[src/rtl/pfd_pkg.sv]
package pfd_pkg;
    // index of each input channel in the edge-detector array
    localparam int unsigned CH_REF = 0;
    localparam int unsigned CH_FB  = 1;
    localparam int unsigned N_CH   = 2;

    typedef struct packed {
        logic up;
        logic dn;
    } pump_pair_t;
endpackage

[src/rtl/pfd_edge_det.sv]
module pfd_edge_det (
    input  logic clk,
    input  logic rst_n,
    input  logic sig_in,
    output logic rise_o
);
    typedef struct packed {
        logic prev;
    } edge_st_t;

    edge_st_t st_d, st_q;

    always_comb begin
        st_d      = st_q;
        st_d.prev = sig_in;
        rise_o    = sig_in & ~st_q.prev;
    end

    always_ff @(posedge clk or negedge rst_n) begin
        if (!rst_n) st_q <= '0;
        else        st_q <= st_d;
    end

    // a rise can never be flagged in two consecutive cycles
    assert_single_rise_R10: assert property (@(posedge clk) disable iff (!rst_n)
        rise_o |=> !rise_o);
endmodule

[src/rtl/pfd_latch_core.sv]
module pfd_latch_core #(
    parameter int unsigned OVL_CYC = 3
) (
    input  logic                clk,
    input  logic                rst_n,
    input  logic                rise_ref,
    input  logic                rise_fb,
    output pfd_pkg::pump_pair_t raw_o
);
    localparam int unsigned CNT_W = (OVL_CYC < 2) ? 1 : $clog2(OVL_CYC);
    localparam logic [CNT_W-1:0] CNT_LAST = CNT_W'(OVL_CYC - 1);

    typedef struct packed {
        logic             up;
        logic             dn;
        logic [CNT_W-1:0] cnt;
    } core_st_t;

    core_st_t st_d, st_q;
    logic     both_set;
    logic     clr_pair;

    always_comb begin
        st_d     = st_q;
        both_set = st_q.up & st_q.dn;
        clr_pair = both_set & (st_q.cnt == CNT_LAST);
        if (both_set && !clr_pair) st_d.cnt = st_q.cnt + 1'b1;
        else                       st_d.cnt = '0;
        // a new edge wins over the pair clear so it is never lost
        st_d.up = rise_ref | (st_q.up & ~clr_pair);
        st_d.dn = rise_fb  | (st_q.dn & ~clr_pair);
        raw_o.up = st_q.up;
        raw_o.dn = st_q.dn;
    end

    always_ff @(posedge clk or negedge rst_n) begin
        if (!rst_n) st_q <= '0;
        else        st_q <= st_d;
    end

    assert_overlap_bound_R5: assert property (@(posedge clk) disable iff (!rst_n)
        st_q.cnt <= CNT_LAST);
    assert_ref_arms_R2: assert property (@(posedge clk) disable iff (!rst_n)
        rise_ref |=> st_q.up);
    assert_fb_arms_R3: assert property (@(posedge clk) disable iff (!rst_n)
        rise_fb |=> st_q.dn);
    assert_pair_clears_R4: assert property (@(posedge clk) disable iff (!rst_n)
        (st_q.up && st_q.dn && st_q.cnt == CNT_LAST && !rise_ref && !rise_fb)
        |=> (!st_q.up && !st_q.dn));
    assert_lead_holds_R6: assert property (@(posedge clk) disable iff (!rst_n)
        (st_q.up && !st_q.dn) |=> st_q.up);
endmodule

[src/rtl/pfd_drive_map.sv]
module pfd_drive_map (
    input  pfd_pkg::pump_pair_t raw_i,
    input  logic                inv_pol,
    input  logic                cur_sel,
    output logic                pump_up,
    output logic                pump_dn,
    output logic                drive_en,
    output logic                cur_full
);
    always_comb begin
        pump_up  = inv_pol ? raw_i.dn : raw_i.up;
        pump_dn  = inv_pol ? raw_i.up : raw_i.dn;
        drive_en = raw_i.up | raw_i.dn;
        cur_full = cur_sel;
    end
endmodule

[src/rtl/pfd_cp_ctrl.sv]
module pfd_cp_ctrl #(
    parameter int unsigned OVL_CYC = 3
) (
    input  logic clk,
    input  logic rst_n,
    input  logic ref_in,
    input  logic fb_in,
    input  logic inv_pol,
    input  logic cur_sel,
    output logic pump_up,
    output logic pump_dn,
    output logic drive_en,
    output logic cur_full
);
    import pfd_pkg::*;

    logic [N_CH-1:0] sig_in;
    logic [N_CH-1:0] rise;
    pump_pair_t      raw;

    assign sig_in[CH_REF] = ref_in;
    assign sig_in[CH_FB]  = fb_in;

    for (genvar g = 0; g < N_CH; g++) begin : g_edge
        pfd_edge_det u_edge (
            .clk    (clk),
            .rst_n  (rst_n),
            .sig_in (sig_in[g]),
            .rise_o (rise[g])
        );
    end

    pfd_latch_core #(.OVL_CYC(OVL_CYC)) u_core (
        .clk      (clk),
        .rst_n    (rst_n),
        .rise_ref (rise[CH_REF]),
        .rise_fb  (rise[CH_FB]),
        .raw_o    (raw)
    );

    pfd_drive_map u_map (
        .raw_i    (raw),
        .inv_pol  (inv_pol),
        .cur_sel  (cur_sel),
        .pump_up  (pump_up),
        .pump_dn  (pump_dn),
        .drive_en (drive_en),
        .cur_full (cur_full)
    );

    assert_float_idle_R8: assert property (@(posedge clk) disable iff (!rst_n)
        (!ref_in && !fb_in && !drive_en) |=> !drive_en);
endmodule

[config.mk]
export PLATFORM = sky130hd
export DESIGN_NAME = pfd_cp_ctrl
export DESIGN_NICKNAME = d
export VERILOG_FILES = /design/src/rtl/pfd_pkg.sv /design/src/rtl/pfd_edge_det.sv /design/src/rtl/pfd_latch_core.sv /design/src/rtl/pfd_drive_map.sv /design/src/rtl/pfd_cp_ctrl.sv
export SDC_FILE = /design/constraint.sdc
export NUM_CORES = 1
export LEC_CHECK = 0
export ABC_AREA = 0
export BUFFER_PORTS_ARGS = -buffer_cell sky130_fd_sc_hd__buf_2
export CAP_MARGIN = 20
export CORE_AREA = 2 2 39 41
export DETAILED_ROUTE_END_ITERATION = 8
export DIE_AREA = 0 0 41 43
export PLACE_DENSITY_LB_ADDON = 0.05
export SYNTH_ARGS = -nofsm -noshare
export SYNTH_HDL_FRONTEND = slang
export SYNTH_SLANG_ARGS = --single-unit
[constraint.sdc]
create_clock -name clk -period 1.1 [get_ports clk]
set_clock_uncertainty 0.1 [all_clocks]
set_input_delay 0.055 -clock clk [delete_from_list [all_inputs] [get_ports clk]]
set_output_delay 0.055 -clock clk [all_outputs]
set_load 0.005 [all_outputs]
==> impl_metrics.yaml <==
run_status:
  status: "complete, but fails checks"
  violations_in_the_final_reports: "negative setup slack"
cts:
  cts_made_buffers: 3
  h-tree-depth: 1
  tritoncts: "done"
  cts_num_sinks: 6
  cts_buffer_depth: 2
  clk_root_buf: "clkbuf_4"
  clkSlewWorstSetupHoldPaths_ns: 0.04
  clk-insertion-delay-late_ns: 0.24
global_routing:
  grt_remaining_overflow: 0
  grt_first_pass_wirelength_um: 717
  grt_start_max_net_pins: 7
  gr-usage-all-layers: 0.0718
  via_count_of_the_first_global_routing_pass: 182
  grt_antenna_before_repair: 0
setup_path:
  crit_path_start_kind: "flip-flop"
  cpLargestDelayFamily: "flip-flops"
  crit_type: "reg2out"
  critical_path_peak_fanout: 4
  largest_stage_delay_worst_path_ns: 0.40
  crit_path_arrival_time_ns: 1.03
  worstPathCellList: "mux2_4 -> buf_6"
  crit_path_top_delay_cell: "dfrtp_1"
  cp_endpoint_kind: "output port"
  timing.critical_path.required_ns: 0.94
  r2r.worst_path.cells: 4
  cp_num_cells: 2
  critical_path.n_buffers_inverters: 1
floorplanning:
  floorplan.initialDensity: 0.181
  pin_count: 10
  chipWidth_um: 41
  die-area_mm2: 0.00176
  row_count: 14
  coreArea_mm2: 0.00138
  floorplan.die.height_um: 43
logic_synthesis:
  synth_cells: 21
  postSynthNetCount: 28
  yosys_warnings: 0
  ys_ff_latch: 6
  synth_most_common_cell: "dfrtp_1"
  ys_seq_area_frac: 0.600
  postSynthAreaPerCell_um2: 11.9
  synth_top_area_frac: 0.600
  synth-edff-count: 0
  netlist-cell-type-count: 10
  asyncSetResetFlopFracSynth: 1.00
  syn_area_um2: 250
  post_synth_main_area_contributors: "dfrtp_1 60%, mux2_1 9.0%, a22o_1 7.0%"
  yosys-top-cells-count: "6 x dfrtp_1, 3 x inv_1"
  dominantRegCellSynth: "dfrtp_1"
  yosys.area.top_type: "dfrtp_1"
detailed_routing:
  dr.pass1.iters: 1
  totalWireLength_um: 486
  detailedRoute.firstIterationViolations: 0
  route.top_layer_used: "met3"
  num_vias: 195
  remaining_drc_errors: 0
  wl_met3_um: 45
  routed-wl-met2_um: 236
  antenna_left: 0
  vias_per_cell: 3.82
  met1_length_um: 204
  post_drt_wl_per_cell_um: 9.53
power:
  leakage_nw: 0.192
  power.ir.vdd_worst_v: 0.000616
  power_density_mw_per_mm2: 2310
finish:
  design.final.nets: 44
  finish.utilization: 0.280
  share_of_layout_cells_above_drive_strength_1: 0.429
  layout_area_growth_over_synthesis_pct: 55.0
  n_antenna_cell: 0
sta:
  fin_crit_ns: 1.19
  slew_violations: 0
  number_of_failing_hold_endpoints_at_the_final_stage: 0
  grt_setup_unrepaired: "yes"
  max_freq_ghz: 0.843
  slew-limit-headroom: 0.903
  final.hold.worst_slack_ns: 0.0101
  setup_viol_count_final: 3
  minimum_setup_slack_in_the_final_design_ns: -0.0860
  post-route-period-util: 1.08
  worst-slew-pin-transition_ns: 0.145
placement:
  globalplace.congestion: 0.565
  dp_slack_ns: 0.0457
  place.port_buffers: 7
worst_hold_path:
  whs_path_depth: 0
  worst_hold_path_type: "in2out"
flow_run:
  maxCapViolations: 0
power breakdown:
part,leakage (nW),switching [W],internal [W],total (W)
Sequential,0.0693,0.0000418,0.000289,0.000331
Combinational,0.109,0.000133,0.000229,0.000362
Clock,0.0138,0.0000795,0.000123,0.000203
Total,0.192,0.000255,0.000642,0.000896
placed cells by master (no fill, tap or decap), drive strengths merged:
cell / netlist / layout
or2: 1 / 1
mux2: 2 / 2
clkbuf: 0 / 3
ha: 1 / 1
dfrtp: 6 / 6
inv: 3 / 3
nor2: 2 / 2
a22o: 2 / 2
buf: 1 / 9
dlygate4sd3: 0 / 3
nand3b: 1 / 1
nand2: 2 / 2
per-layer routing:
layer,vias up,GRT usage
li1,97,-
met1,91,0.0691
met2,7,0.0906
met3,0,0.0471
met4,0,0.0800
met5,-,0
what timing repair did:
action / CTS / global route
pin swaps: 0 / 2
hold buffers: 3 / 0
resized for setup: 4 / 1
hold endpoints to repair: 10 / 0
setup buffers: 2 / 0
endpoints found under the setup margin: 3 / 4
cell type report:
class	count	area [um2]
sequential	6	150
fill	159	996
clock buffer	3	22.5
inverter	3	11.3
multi-input combinational	11	91.3
tap	16	20.0
timing repair buffer	12	92.6
state kept, by name (all words and copies together), names as in the netlist:
name / flops
u_core.st_q: 2
u_core.raw_o: 2
g_edge.u_edge.st_q: 2
kinds of logic (layout without fill, tap and decap cells):
| logic type | Yosys count | in the layout | share of synthesized area |
|---|---|---|---|
| DFF | 6 | 6 | 0.600 |
| and+or+nand+nor | 6 | 6 | 0.115 |
| buffers and inverters | 4 | 18 | 0.0750 |
| AOI/OAI and AO/OA | 2 | 2 | 0.0700 |
| muxes | 2 | 2 | 0.0900 |
| adders and majority gates | 1 | 1 | 0.0500 |
per-stage QoR:
stage	area [um2]	power, W	instances	setup TNS [ns]
after floorplan	250	0.000482	21	0
after global placement	298	0.000560	43	0
after detailed placement	298	0.000570	43	0
after CTS	385	0.000914	51	-0.256
after global routing	388	0.000985	51	-0.338
final	388	0.000896	51	-0.207
path summary, 6_finish.rpt:
path,slack (ns),endpoint,startpoint
max in group asynchronous,0.69,u_core.st_q[0]$_DFF_PN0_,rst_n
min,0.01,cur_full,cur_sel
min reg2reg,0.32,u_core.st_q[0]$_DFF_PN0_,u_core.st_q[0]$_DFF_PN0_
max reg2reg,0.06,u_core.raw_o[0]$_DFF_PN0_,u_core.st_q[0]$_DFF_PN0_
max,-0.09,pump_dn,u_core.raw_o[0]$_DFF_PN0_
min in group asynchronous,0.06,g_edge[1].u_edge.st_q$_DFF_PN0_,rst_n
Note: power is estimated with default switching activity, not from simulation.
